## src/rtl/tlbr_pkg.sv

```systemverilog
package tlbr_pkg;
  // sequencing phase of the serial remainder unit
  typedef enum logic {
    PH_IDLE = 1'b0,
    PH_RUN  = 1'b1
  } tlbr_phase_e;
endpackage

```

## src/rtl/tlbr_lcg.sv

```systemverilog
module tlbr_lcg #(
  parameter int ST_W = 32,
  parameter int MUL  = 314159,
  parameter int ADD  = 1
) (
  input  logic            clk,
  input  logic            rst_n,
  input  logic            adv_i,
  output logic [ST_W-1:0] state_o,
  output logic [ST_W-1:0] next_o
);
  localparam logic [ST_W-1:0] MUL_C = ST_W'(MUL);
  localparam logic [ST_W-1:0] ADD_C = ST_W'(ADD);

  // one congruential step, wrapping at 2^ST_W
  function automatic logic [ST_W-1:0] lcg_next(input logic [ST_W-1:0] s);
    return s * MUL_C + ADD_C;
  endfunction

  logic [ST_W-1:0] st_q;

  assign next_o  = lcg_next(st_q);
  assign state_o = st_q;

  always_ff @(posedge clk or negedge rst_n) begin
    if (!rst_n)     st_q <= '0;
    else if (adv_i) st_q <= next_o;
  end
endmodule

```

## src/rtl/tlbr_remdiv.sv

```systemverilog
module tlbr_remdiv
  import tlbr_pkg::*;
#(
  parameter int DVD_W = 16,
  parameter int DVS_W = 7
) (
  input  logic             clk,
  input  logic             rst_n,
  input  logic             load_i,
  input  logic [DVD_W-1:0] dvd_i,
  input  logic [DVS_W-1:0] dvs_i,
  output logic             busy_o,
  output logic             done_o,
  output logic [DVS_W-1:0] rem_o
);
  localparam int CNT_W = $clog2(DVD_W + 1);
  localparam logic [CNT_W-1:0] LAST_C = CNT_W'(DVD_W - 1);

  // restoring step: shift in one dividend bit, subtract divisor if it fits
  function automatic logic [DVS_W-1:0] rem_shift(input logic [DVS_W-1:0] r,
                                                 input logic b,
                                                 input logic [DVS_W-1:0] d);
    logic [DVS_W:0] t;
    t = {r, b};
    if (t >= {1'b0, d}) t = t - {1'b0, d};
    return t[DVS_W-1:0];
  endfunction

  tlbr_phase_e      ph_q;
  logic [CNT_W-1:0] cnt_q;
  logic [DVD_W-1:0] dvd_q;
  logic [DVS_W-1:0] dvs_q;
  logic [DVS_W-1:0] rem_q;
  logic [DVS_W-1:0] rem_nx;
  logic             last_w;

  assign rem_nx = rem_shift(rem_q, dvd_q[DVD_W-1], dvs_q);
  assign last_w = (ph_q == PH_RUN) && (cnt_q == LAST_C);
  assign busy_o = (ph_q == PH_RUN);
  assign done_o = last_w;
  assign rem_o  = rem_nx;

  always_ff @(posedge clk or negedge rst_n) begin
    if (!rst_n) begin
      ph_q  <= PH_IDLE;
      cnt_q <= '0;
      dvd_q <= '0;
      dvs_q <= '0;
      rem_q <= '0;
    end else if (load_i) begin
      ph_q  <= PH_RUN;
      cnt_q <= '0;
      dvd_q <= dvd_i;
      dvs_q <= dvs_i;
      rem_q <= '0;
    end else if (ph_q == PH_RUN) begin
      rem_q <= rem_nx;
      dvd_q <= dvd_q << 1;
      cnt_q <= cnt_q + 1'b1;
      if (last_w) ph_q <= PH_IDLE;
    end
  end
endmodule

```

## src/rtl/tlbr_fold.sv

```systemverilog
module tlbr_fold #(
  parameter int ENT_W = 7,
  parameter int IDX_W = ENT_W - 1
) (
  input  logic [ENT_W-1:0] rem_i,
  input  logic [ENT_W-1:0] ent_i,
  input  logic [IDX_W-1:0] wired_i,
  input  logic             empty_i,
  output logic [IDX_W-1:0] idx_o
);
  // offset the remainder by the locked boundary, or pick the top slot
  function automatic logic [IDX_W-1:0] place(input logic [ENT_W-1:0] r,
                                             input logic [ENT_W-1:0] e,
                                             input logic [IDX_W-1:0] w,
                                             input logic emp);
    logic [ENT_W-1:0] s;
    if (emp) s = e - ENT_W'(1);
    else     s = r + ENT_W'(w);
    return s[IDX_W-1:0];
  endfunction

  assign idx_o = place(rem_i, ent_i, wired_i, empty_i);
endmodule

```

## src/rtl/tlb_rand_idx.sv

```systemverilog
module tlb_rand_idx #(
  parameter int ST_W    = 32,
  parameter int LCG_MUL = 314159,
  parameter int LCG_ADD = 1,
  parameter int ENT_W   = 7
) (
  input  logic             clk,
  input  logic             rst_n,
  input  logic             req_i,
  input  logic [ENT_W-1:0] entries_i,
  input  logic [ENT_W-2:0] wired_i,
  output logic [ENT_W-2:0] idx_o,
  output logic             idx_vld_o
);
  localparam int IDX_W = ENT_W - 1;
  localparam int HI_W  = ST_W / 2;

  logic             busy_w;
  logic             start_w;
  logic             done_w;
  logic [ST_W-1:0]  state_w;
  logic [ST_W-1:0]  next_w;
  logic [ENT_W-1:0] span_c;
  logic             empty_c;
  logic [ENT_W-1:0] dvs_c;
  logic [ENT_W-1:0] rem_w;
  logic [IDX_W-1:0] fold_w;

  logic [ENT_W-1:0] ent_q;
  logic [IDX_W-1:0] wir_q;
  logic             empty_q;
  logic [IDX_W-1:0] idx_q;
  logic             vld_q;

  assign start_w = req_i && !busy_w;
  assign empty_c = ENT_W'(wired_i) >= entries_i;
  assign span_c  = entries_i - ENT_W'(wired_i);
  assign dvs_c   = empty_c ? ENT_W'(1) : span_c;

  tlbr_lcg #(.ST_W(ST_W), .MUL(LCG_MUL), .ADD(LCG_ADD)) u_lcg (
    .clk     (clk),
    .rst_n   (rst_n),
    .adv_i   (start_w),
    .state_o (state_w),
    .next_o  (next_w)
  );

  tlbr_remdiv #(.DVD_W(HI_W), .DVS_W(ENT_W)) u_div (
    .clk    (clk),
    .rst_n  (rst_n),
    .load_i (start_w),
    .dvd_i  (next_w[ST_W-1 -: HI_W]),
    .dvs_i  (dvs_c),
    .busy_o (busy_w),
    .done_o (done_w),
    .rem_o  (rem_w)
  );

  tlbr_fold #(.ENT_W(ENT_W), .IDX_W(IDX_W)) u_fold (
    .rem_i   (rem_w),
    .ent_i   (ent_q),
    .wired_i (wir_q),
    .empty_i (empty_q),
    .idx_o   (fold_w)
  );

  always_ff @(posedge clk or negedge rst_n) begin
    if (!rst_n) begin
      ent_q   <= '0;
      wir_q   <= '0;
      empty_q <= 1'b0;
    end else if (start_w) begin
      ent_q   <= entries_i;
      wir_q   <= wired_i;
      empty_q <= empty_c;
    end
  end

  always_ff @(posedge clk or negedge rst_n) begin
    if (!rst_n) begin
      idx_q <= '0;
      vld_q <= 1'b0;
    end else begin
      vld_q <= done_w;
      if (done_w) idx_q <= fold_w;
    end
  end

  assign idx_o     = idx_q;
  assign idx_vld_o = vld_q;
endmodule

```

## config.mk

```make
export PLATFORM = sky130hd
export DESIGN_NAME = tlb_rand_idx
export DESIGN_NICKNAME = d
export VERILOG_FILES = /design/src/rtl/tlbr_pkg.sv /design/src/rtl/tlbr_lcg.sv /design/src/rtl/tlbr_remdiv.sv /design/src/rtl/tlbr_fold.sv /design/src/rtl/tlb_rand_idx.sv
export SDC_FILE = /design/constraint.sdc
export NUM_CORES = 1
export LEC_CHECK = 0
export ABC_CLOCK_PERIOD_IN_PS = 15200
export BUFFER_PORTS_ARGS = -buffer_cell sky130_fd_sc_hd__buf_2
export CORE_ASPECT_RATIO = 0.6
export CORE_MARGIN = 3
export CORE_UTILIZATION = 65
export DETAILED_ROUTE_END_ITERATION = 16
export PLACE_DENSITY_LB_ADDON = 0.25
export REMOVE_ABC_BUFFERS = 1
export SLEW_MARGIN = 10
export SYNTH_ARGS = -nofsm -noshare
export SYNTH_HDL_FRONTEND = slang
export SYNTH_SLANG_ARGS = --single-unit
```

## constraint.sdc

```tcl
create_clock -name clk -period 15.2 [get_ports clk]
set_input_delay 0 -clock clk [delete_from_list [all_inputs] [get_ports clk]]
set_output_delay 0 -clock clk [all_outputs]
set_load 0.03 [all_outputs]
```

Yosys cells after proc, flatten, opt, wreduce, memory -nomap -nowiden
Cells that the tools add are included.
Cells by class
  reductions and logical operators: 4
  multiplexer cells: 12
  add/subtract/negate cells: 6
  eq/ne operators: 1
  $lt $le $gt $ge: 2
  multiply operators: 1
Operator list (count)
  adder 32 x 1 -> 32 bit, second input constant: 1
  multiplier 32 x 19 -> 32 bit, second input constant: 1
  2-to-1 mux 16 bit: 2
  2-to-1 mux 7 bit: 4
  2-to-1 mux 5 bit: 2
  >= comparator 8 x 7 -> 1 bit: 1
  >= comparator 6 x 7 -> 1 bit: 1
  subtractor 7 x 6 -> 7 bit: 1
  subtractor 7 bit: 1
  adder 6 bit: 1
  2-to-1 mux 6 bit: 1
  subtractor 6 x 1 -> 6 bit, second input constant: 1
  adder 5 x 1 -> 5 bit, second input constant: 1
  equality test 5 x 4 -> 1 bit, second input constant: 1
  2-to-1 mux 1 bit: 3
  logical AND 1 bit: 2
  nonzero test 2 bit: 1
  logical NOT 1 bit: 1
Storage, ports and cells
  bits of input ports: 16
  bits in registers: 88
  word-level logic and storage cells: 37

Longest topological paths before layout
Gate-level depths: netlist of the first run.
  word-level depth: 5
  gate-level depth with buffers: 22
  gate-level depth less buffers: 21

Hierarchy
A second synthesis of the first run with hierarchy kept.
Second synthesis, totals
  cells, all modules: 1364
  area total of the unflattened synthesis: 12924.9 µm²
Modules (own cells, without submodules)
  tlbr_lcg: times used 1, cells each 1006, area an instance 9401.5 µm², seq. area each 800.8 µm²
  tlbr_remdiv: times used 1, cells each 205, area an instance 2003.2 µm², seq. area each 900.9 µm²
  tlb_rand_idx: times used 1, cells each 106, area an instance 1154.9 µm², seq. area each 525.5 µm²
  tlbr_fold: times used 1, cells each 47, area an instance 365.4 µm², seq. area each 0.0 µm²

Worst setup path before layout of the first run
Ideal clock, no wire load.
  kind: reg-to-reg
  start point: register u_lcg.st_q[13] (netlist: u_lcg.state_o[13])
  end point: register u_lcg.st_q[29] (netlist: u_lcg.state_o[29])
  data arrival time: 5670 ps
  setup slack: 9405 ps
  buffers on the path: 0
  stages on the path, launching flop included: 22
  required time: 15075 ps
  setup time: 125 ps
  clock period less this slack: 5795 ps
  path through: dfrtp_1 -> inv_1 -> fa_1 -> inv_1 -> ha_1 -> inv_1 -> fa_1 -> inv_1 -> fa_1 -> fa_1 -> inv_1 -> fa_1 -> inv_1 -> ha_1 -> nand2_1 -> or4_1 -> or3b_1 -> o211a_1 -> o211ai_2 -> a21oi_1 -> xnor2_1 -> mux2_2
Between the ends
  cells in the longest elaborated chain, start to end: 2
Ends and longest elaborated chain
  start, declared: line tlbr_lcg.sv:20  | logic [ST_W-1:0] st_q;
  start signal, assigned: line tlbr_lcg.sv:27  | else if (adv_i) st_q <= next_o;
  multiplier 32 x 19 -> 32 bit: line tlbr_lcg.sv:17  | return s * MUL_C + ADD_C;
  adder 32 x 1 -> 32 bit: line tlbr_lcg.sv:17
Every way passes these cells.
A chain may end at the register's enable or synchronous reset.

Worst setup path in the final report of the first run
  start point: register u_lcg.st_q[12] (netlist: u_lcg.state_o[12])
  end point: register u_div.dvd_q[15]
Between the ends
  cells in the longest elaborated chain, start to end: 3
Ends and longest elaborated chain
  multiplier 32 x 19 -> 32 bit: line tlbr_lcg.sv:17
  adder 32 x 1 -> 32 bit: line tlbr_lcg.sv:17
  2-to-1 mux 16 bit: line tlbr_remdiv.sv:50  | end else if (load_i) begin
  end signal, assigned: line tlbr_remdiv.sv:53  | dvd_q <= dvd_i;
  end signal, assigned: line tlbr_remdiv.sv:58  | dvd_q <= dvd_q << 1;
  end, declared: line tlbr_remdiv.sv:31  | logic [DVD_W-1:0] dvd_q;
Every way passes these cells.

==> results of run 1 <==
==> worst min-delay path: stages <==
cell	delay, ps
buf_2	90
xor2_1	60
a22o_1	190
==> flip-flops by register name, summed over array words and instances, names as in the netlist <==
register / flops
u_lcg.state_o: 32
u_div.cnt_q: 5
wir_q: 6
u_div.dvs_q: 7
u_div.busy_o: 1
u_div.dvd_q: 16
empty_q: 1
u_div.rem_q: 7
idx_o: 6
ent_q: 6
idx_vld_o: 1
==> timing repair <==
action,CTS,global route
setup buffers,0,0
resized for setup,0,0
endpoints found under the hold margin,50,0
hold buffers,13,0
==> metrics by stage <==
step	setup WS [ps]	util, %	cells
2_1_floorplan	9400	-	1283
3_3_place_gp	8900	69.1	1548
3_5_place_dp	8870	69.1	1548
4_1_cts	8840	71.4	1577
5_1_grt	8460	71.4	1577
6_report	8780	71.4	1577
==> cell families (layout without fill, tap and decap cells) <==
| kind of cell | count (synthesis) | in the layout | share of synthesized area (%) |
|---|---|---|---|
| adders and majority gates | 351 | 351 | 47.1 |
| AOI/OAI and AO/OA | 193 | 193 | 9.72 |
| muxes | 13 | 13 | 1.11 |
| xor gates and xnor gates | 72 | 72 | 5.15 |
| buffers and inverters | 421 | 453 | 12.9 |
| DFF | 88 | 88 | 18.0 |
| and+or+nand+nor | 167 | 167 | 6.05 |
==> layout make-up <==
cell class                      count  area [um^2]
Clock inverter                      4         36.3
Fill cell                        1408         5220
Timing Repair Buffer               38          265
Tap cell                          240          300
Sequential cell                    88         2200
Inverter                          399         1500
Multi-Input combinational cell    796         8480
Clock buffer                       12          256
==> final timing paths <==
check                                                end  slack (ps)  depth (start not counted)
setup / recovery             u_div.dvd_q[15]$_DFFE_PN0P_        8780                         21
setup reg to reg             u_div.dvd_q[15]$_DFFE_PN0P_        8780                         21
max in group asynchronous  u_lcg.state_o[21]$_DFFE_PN0P_       13950                          3
min in group asynchronous     u_div.dvs_q[4]$_DFFE_PN0P_         180                          2
hold reg to reg               u_div.dvd_q[4]$_DFFE_PN0P_         490                          2
hold / removal                u_div.dvs_q[6]$_DFFE_PN0P_          40                          3
==> cell usage after synthesis, drive strengths merged (2+ instances only) <==
cell / count / area [um^2]
nor2b: 4 / 25.0
o211ai: 4 / 35.0
and2: 4 / 25.0
xor2: 23 / 201
xnor2: 49 / 429
nand2b: 7 / 43.8
nand2: 100 / 375
a21o: 15 / 113
nor2: 19 / 71.3
o21ai: 87 / 435
fa: 184 / 3680
and4: 2 / 17.5
a21oi: 38 / 194
inv: 399 / 1500
o21bai: 3 / 22.5
a22o: 13 / 114
o21a: 5 / 37.5
a22oi: 7 / 52.6
o2111ai: 2 / 17.5
dfrtp: 88 / 2200
clkbuf: 21 / 78.8
mux2i: 8 / 80.1
or3: 2 / 12.5
and3: 3 / 18.8
nor3: 4 / 20.0
a41oi: 2 / 17.5
nand4: 4 / 25.0
ha: 167 / 2090
o31a: 2 / 17.5
mux2: 5 / 56.3
nand3: 12 / 60.1
==> metal layers <==
metal / global-route usage [%] / part of all wire [%] / vias up
met2: 38.8 / 39 / 255
met1: 47.6 / 51 / 4159
li1: - / - / 4047
met5: 0 / 0.076 / -
met4: 3.30 / 0.75 / 4
met3: 8.65 / 8.9 / 27
==> impl_metrics.yaml, run 1 <==
synth:
  synth-edff-count: 0
  syn_area_mm2: 0.0123
  synthCells: 1305
  synthArstFlopShare_pct: 100
  ys_seq_area_share_pct: 18.0
  postSynthAreaPerCell_um2: 9.39
  yosysUniqueCellTypes: 56
  yosys_warnings: 0
  ys_ff_latch: 88
  synth_flop_cell: "dfrtp_1"
worst_setup_path:
  critPathLaunchType: "flop"
  worst_path_most_repeated_cell: "inv_1"
  cp-end-kind: "flop"
  max_stage_delay_ps: 600
  crit_type: "flop to flop"
  worstPathRequired_ps: 15380
  crit_family: "adder cells"
  reg2reg_from: "u_lcg.state_o[12]$_DFFE_PN0P_"
  crit_chain: "inv_1, fa_1, inv_1, ha_1, inv_1, fa_1, inv_1, fa_1, fa_1, inv_1, fa_1, inv_1, ha_1, nand2_1, or4_1, or3b_1, o211a_1, o211ai_2, a41oi_1, xnor2_1, o21ai_0"
  crit_fanout: 8
  critPathArrivalTime_ps: 6600
  crit_path_start: "u_lcg.state_o[12]$_DFFE_PN0P_"
  crit_buf_inv: 6
  critPathSlowestCell: "dfrtp_1"
routing:
  wl_per_cell_um: 17.6
  postRouteAntennaNets: 0
  viasPerCell: 5.38
  drt_iter0_drc: 762
  wirelength_um: 27700
  drc: 0
  firstDrtPassIters: 6
  dr_total_vias: 8492
clock_tree:
  cts_htree_levels: 3
  clock_insertion_delay_worst_skew_ps: 350
  cts_sinks: 88
  path_clk_slew_ps: 70
  cts_root_buf: "clkbuf_16"
  cts_tree: "yes"
  clockBufferDepth: 2
  cts_made_buffers: 9
finish:
  nNetsFinal: 1699
  n_antenna_cell: 0
  syn2layout_area_growth_pct: 6.41
  design_area_mm2: 0.0130
  final_common_cell: "inv_1"
  drive_gt1_share_pct: 3.89
  layout_common_cells: "inv_1 (399), fa_1 (184), ha_1 (167)"
status:
  status: "finished clean"
grt:
  grt_max_degree: 62
  grt_antenna_before_repair: 2
  first_global_vias: 8679
  track_usage_pct: 29.0
  grt_overflow_total: 0
  grt_pass1_wl_um: 46100
placed_design:
  hpwl_um: 23500
  gp_congestion: 0.951
  io_buffers: 22
  placed_area_mm2: 0.0126
sta:
  fin_crit_ps: 6420
  period_share_pct: 42.3
  worst_pin_slew_ps: 1090
  whs_ps: 43.2
  setup_viol: 0
  max_freq_mhz: 156
  hold_viol: 0
  relSlewSlack_pct: 27.0
  finClkSkew_ps: 11.3
  fin_tns_setup_ps: 0
  final-max-slew-violation-count: 0
  rsz0062_at_grt: "false"
die:
  die_area_mm2: 0.0206
  core_mm2: 0.0183
  die_x_um: 183
  row_count: 38
  start_util_pct: 67.1
  ios: 23
  die_h_um: 112
run:
  cap_violations: 0
min_path:
  hp-class: "primary input to flop"
  min_from: "entries_i[6]"
Power of run 1 is not shown: default switching activity piles up to over one toggle a cycle in this logic, so the estimate is an artifact.
==> run 2: changes to the inputs <==
--- a/config.mk
+++ b/config.mk
@@ -5,7 +5,7 @@
 export SDC_FILE = /design/constraint.sdc
 export NUM_CORES = 1
 export LEC_CHECK = 0
-export ABC_CLOCK_PERIOD_IN_PS = 15200
+export ABC_CLOCK_PERIOD_IN_PS = 6100
 export BUFFER_PORTS_ARGS = -buffer_cell sky130_fd_sc_hd__buf_2
 export CORE_ASPECT_RATIO = 0.6
 export CORE_MARGIN = 3
==> constraint.sdc (replaced) <==
create_clock -name clk -period 6.1 [get_ports clk]
set_input_delay 0 -clock clk [delete_from_list [all_inputs] [get_ports clk]]
set_output_delay 0 -clock clk [all_outputs]
set_load 0.03 [all_outputs]
==> run 2 against run 1 <==
Against the previous run: utilization up 2.1 points; worst hold slack better by 3.5 ps; fmax up 6.8%; flip-flop and latch count unchanged; largest cell class unchanged; first-iteration DRC count down 33%; highest routed layer is now met4; critical path type unchanged; setup slack worse by 8700 ps; cell count up 2.5%; via count up 3.2%; clock skew up 3.9 ps; register-to-register slack worse by 8700 ps.
==> impl_metrics.yaml, run 2 (synthesis gave the netlist of run 1 again) <==
sta:
  period_share_pct: 98.6
  final-max-slew-violation-count: 0
  hold_viol: 0
  whs_ps: 46.7
  fin_crit_ps: 6010
  finClkSkew_ps: 15.1
  relSlewSlack_pct: 24.6
  rsz0062_at_grt: "true"
  max_freq_mhz: 166
  setup_viol: 0
  worst_pin_slew_ps: 1130
routing:
  drc: 0
  viasPerCell: 5.42
  wl_per_cell_um: 17.8
  wirelength_um: 28800
  dr_total_vias: 8760
  drt_iter0_drc: 509
  firstDrtPassIters: 5
  postRouteAntennaNets: 0
die:
  die_x_um: 183
  core_mm2: 0.0183
  start_util_pct: 67.1
  die_area_mm2: 0.0206
  die_h_um: 112
  row_count: 38
  ios: 23
finish:
  drive_gt1_share_pct: 8.58
  layout_common_cells: "inv_1 (390), fa_1 (182), ha_1 (166)"
  n_antenna_cell: 0
  syn2layout_area_growth_pct: 9.57
  design_area_mm2: 0.0134
  largest_register_ffs: 32
  nNetsFinal: 1739
  final_common_cell: "inv_1"
worst_setup_path:
  crit_buf_inv: 6
  crit_fanout: 5
  crit_chain: "clkinvlp_4, fa_1, inv_1, ha_1, inv_1, fa_1, inv_1, fa_2, fa_1, inv_1, fa_1, inv_1, ha_4, nand2_1, or4_4, or3b_4, o211a_4, o211ai_4, a21oi_1, xnor2_1, mux2_2"
  cp-end-kind: "flop"
  critPathArrivalTime_ps: 6250
  max_stage_delay_ps: 560
  crit_family: "adder cells"
  crit_type: "flop to flop"
  critPathSlowestCell: "fa_1"
  worst_path_most_repeated_cell: "inv_1"
  worstPathRequired_ps: 6340
  critPathLaunchType: "flop"
grt:
  grt_antenna_before_repair: 0
  first_global_vias: 8996
  grt_overflow_total: 0
  grt_max_degree: 62
  grt_pass1_wl_um: 47300
  track_usage_pct: 30.0
clock_tree:
  cts_tree: "yes"
  clock_insertion_delay_worst_skew_ps: 360
  clockBufferDepth: 2
  path_clk_slew_ps: 70
  cts_htree_levels: 3
  cts_made_buffers: 9
  cts_sinks: 88
  cts_root_buf: "clkbuf_16"
run:
  cap_violations: 0
status:
  status: "finished clean"
placed_design:
  hpwl_um: 24200
  placed_area_mm2: 0.0129
  io_buffers: 22
  gp_congestion: 0.963
min_path:
  hp-class: "primary input to flop"
## run 2: cell count changes in the layout (fill, tap and decap cells not counted), sizes merged
cell | before | now
clkinv | 1 | 3
clkbuf | 12 | 11
clkinvlp | 1 | 5
buf | 25 | 66
inv | 401 | 395
dlygate4sd3 | 13 | 12
## run 2: worst paths after layout
path,slack [ps],depth (start not counted),start,to
max,90,21,u_lcg.state_o[15]$_DFFE_PN0P_,u_lcg.state_o[29]$_DFFE_PN0P_
min,50,3,entries_i[6],u_div.dvs_q[6]$_DFFE_PN0P_
max reg2reg,90,21,u_lcg.state_o[15]$_DFFE_PN0P_,u_lcg.state_o[29]$_DFFE_PN0P_
min reg2reg,480,2,idx_o[5]$_DFFE_PN0P_,idx_o[5]$_DFFE_PN0P_
max in group asynchronous,4850,3,rst_n,u_lcg.state_o[12]$_DFFE_PN0P_
min in group asynchronous,190,2,rst_n,u_div.dvs_q[4]$_DFFE_PN0P_
## run 2: repair_timing
item                       4_1_cts  5_1_grt
gates cloned                     0        0
setup buffers                    0        6
setup endpoints to repair        3       23
pin swaps                        0        8
hold endpoints to repair        55        0
hold buffers                    12        0
gates resized for setup          1       27
## run 2: metrics by stage
| stage | std cells | setup slack (ps) | setup TNS [ps] | utilization, % |
|---|---|---|---|---|
| 2_1_floorplan | 1283 | 305 | 0 | - |
| 3_5_place_dp | 1583 | 6.45 | 0 | 70.6 |
| 3_3_place_gp | 1583 | 85.4 | 0 | 70.6 |
| 6_report | 1616 | 85.7 | 0 | 73.5 |
| 4_1_cts | 1610 | 37.0 | 0 | 72.8 |
| 5_1_grt | 1616 | -173 | -678 | 73.5 |
## run 2: layout make-up
type,count,area (um^2)
Multi-Input combinational cell,796,8560
Fill cell,1373,4830
Sequential cell,88,2210
Inverter,399,1510
Timing Repair Buffer,78,567
Tap cell,240,300
Clock buffer,11,253
Clock inverter,4,30.0
## run 2: worst min-delay path: cells and delay by family
| family | cells | cell delay [ps] |
|---|---|---|
| XOR/XNOR | 1 | 70 |
| AO/OA/AOI/OAI | 1 | 200 |
| buffers and inverters | 1 | 90 |
## run 2: per-layer routing
| metal | vias up | track usage [%] | part of all wire, % |
|---|---|---|---|
| met5 | - | 0 | 0 |
| met4 | 0 | 2.84 | 0.64 |
| met3 | 25 | 12.3 | 12 |
| met2 | 310 | 40.5 | 40 |
| met1 | 4297 | 46.9 | 48 |
| li1 | 4128 | - | - |
Power of run 2 is left out for the same reason.
==> run 3: changes to the inputs <==
--- a/config.mk
+++ b/config.mk
@@ -7,11 +7,13 @@
 export LEC_CHECK = 0
 export ABC_CLOCK_PERIOD_IN_PS = 6100
 export BUFFER_PORTS_ARGS = -buffer_cell sky130_fd_sc_hd__buf_2
+export CAP_MARGIN = 20
 export CORE_ASPECT_RATIO = 0.6
 export CORE_MARGIN = 3
 export CORE_UTILIZATION = 65
 export DETAILED_ROUTE_END_ITERATION = 16
 export PLACE_DENSITY_LB_ADDON = 0.25
+export RECOVER_POWER = 50
 export REMOVE_ABC_BUFFERS = 1
 export SLEW_MARGIN = 10
 export SYNTH_ARGS = -nofsm -noshare
==> run 3 against run 2 <==
Against the previous run: the flow now finishes with violations (max-capacitance violations, max-slew violations); fmax is 0.30% higher; cell count hardly changed; global-route usage stayed put.
==> impl_metrics.yaml, run 3 (synthesis gave the netlist of run 1 again) <==
sta:
  fin_crit_ps: 6000
  relSlewSlack_pct: -66.4
  period_share_pct: 98.3
  whs_ps: 46.1
  worst_pin_slew_ps: 2500
  hold_viol: 0
  final-max-slew-violation-count: 91
  finClkSkew_ps: 12.8
  max_freq_mhz: 167
  fin_tns_setup_ps: 0
  rsz0062_at_grt: "true"
  setup_viol: 0
die:
  row_count: 38
  die_h_um: 112
  die_x_um: 183
  start_util_pct: 67.1
  ios: 23
  die_area_mm2: 0.0206
  core_mm2: 0.0183
grt:
  track_usage_pct: 30.0
  grt_max_degree: 62
  grt_pass1_wl_um: 47300
  gr-usage-met2_pct: 40.5
  grt_overflow_total: 0
  grt_use_met3_pct: 12.3
  first_global_vias: 8996
  grt_busiest_layer: "met1"
  grtUsageMet1_pct: 46.9
  grt_antenna_before_repair: 0
clock_tree:
  cts_sinks: 88
  path_clk_slew_ps: 70
  clockBufferDepth: 2
  cts_tree: "yes"
  clock_insertion_delay_worst_skew_ps: 360
  cts_htree_levels: 3
  cts_root_buf: "clkbuf_16"
  cts_made_buffers: 9
finish:
  fillers: 1377
  drive_gt1_share_pct: 7.49
  layout_common_cells: "inv_1 (394), fa_1 (182), ha_1 (167)"
  largest_register_ffs: 32
  syn2layout_area_growth_pct: 9.31
  nNetsFinal: 1738
  final_common_cell: "inv_1"
  n_antenna_cell: 0
  final_cell_count_no_fill: 1615
routing:
  wl_per_cell_um: 17.8
  viasPerCell: 5.40
  dr_total_vias: 8727
  firstDrtPassIters: 5
  drt_iter0_drc: 546
  drc: 0
  wirelength_um: 28800
  postRouteAntennaNets: 0
worst_setup_path:
  critPathArrivalTime_ps: 6230
  crit_fanout: 5
  crit_type: "flop to flop"
  critPathLaunchType: "flop"
  reg2reg_slack_ps: 100
  cp-end-kind: "flop"
  worstPathRequired_ps: 6340
placed_design:
  dp.cells: 1583
  hpwl_um: 24200
  gp_congestion: 0.963
  io_buffers: 22
min_path:
  hp-class: "primary input to flop"
status:
  status: "complete, but fails checks"
  violations: "max-capacitance violations, max-slew violations"
run:
  cap_violations: 2
-- run 3: area by class of cell --
cell class                      instances  area [um^2]  area share (%)
Clock inverter                          4         30.0           0.224
Multi-Input combinational cell        796         8550            63.8
Tap cell                              240          300            2.24
Inverter                              399         1510            11.3
Clock buffer                           11          253            1.89
Sequential cell                        88         2210            16.5
Timing Repair Buffer                   77          552            4.12
-- run 3: per-layer routing --
metal  part of all wire (%)  vias to the layer above  routed length, um
met5                      0                        -                  0
met4                   0.56                        0                160
met3                     12                       16               3350
met2                     40                      322              11400
met1                     48                     4268              13800
li1                       -                     4121                  -
-- run 3: critical path, cell delays in order (launching register included) --
cell and delay, ps:
dfrtp_1 410, clkinvlp_4 190, fa_1 510, inv_1 40, ha_1 260, inv_1 50
fa_1 480, inv_1 90, fa_1 490, fa_1 560, inv_1 50, fa_1 490
inv_1 50, ha_1 280, nand2_1 70, or4_4 550, or3b_4 390, o211a_4 180
o211ai_4 200, a21oi_2 90, xnor2_1 150, mux2_2 270
-- run 3: final timing paths --
path                                                 endpoint  depth (start not counted)                          start
worst min register to register     u_div.dvd_q[0]$_DFFE_PN0P_                          2     u_div.dvd_q[0]$_DFFE_PN0P_
worst max register to register  u_lcg.state_o[29]$_DFFE_PN0P_                         21  u_lcg.state_o[17]$_DFFE_PN0P_
worst min-delay path               u_div.dvs_q[6]$_DFFE_PN0P_                          3                   entries_i[6]
worst max-delay path            u_lcg.state_o[29]$_DFFE_PN0P_                         21  u_lcg.state_o[17]$_DFFE_PN0P_
max in group asynchronous       u_lcg.state_o[12]$_DFFE_PN0P_                          3                          rst_n
min in group asynchronous          u_div.dvs_q[6]$_DFFE_PN0P_                          2                          rst_n
-- run 3: per-stage QoR --
step / area, um^2 / utilization [%] / setup slack [ps]
after floorplan: 12200 / - / 305
after global placement: 12900 / 70.6 / 85.4
after detailed placement: 12900 / 70.6 / 6.45
after CTS: 13300 / 72.8 / 37.0
after global routing: 13400 / 73.4 / -88.1
final: 13400 / 73.4 / 104
-- run 3: timing repair --
action | 4_1_cts | 5_1_grt
buffers inserted | 0 | 4
resized for setup | 1 | 22
hold endpoints to repair | 55 | 0
setup endpoints to repair | 3 | 23
hold buffers | 12 | 0
pin swaps | 0 | 6
Power of run 3 is left out for the same reason.
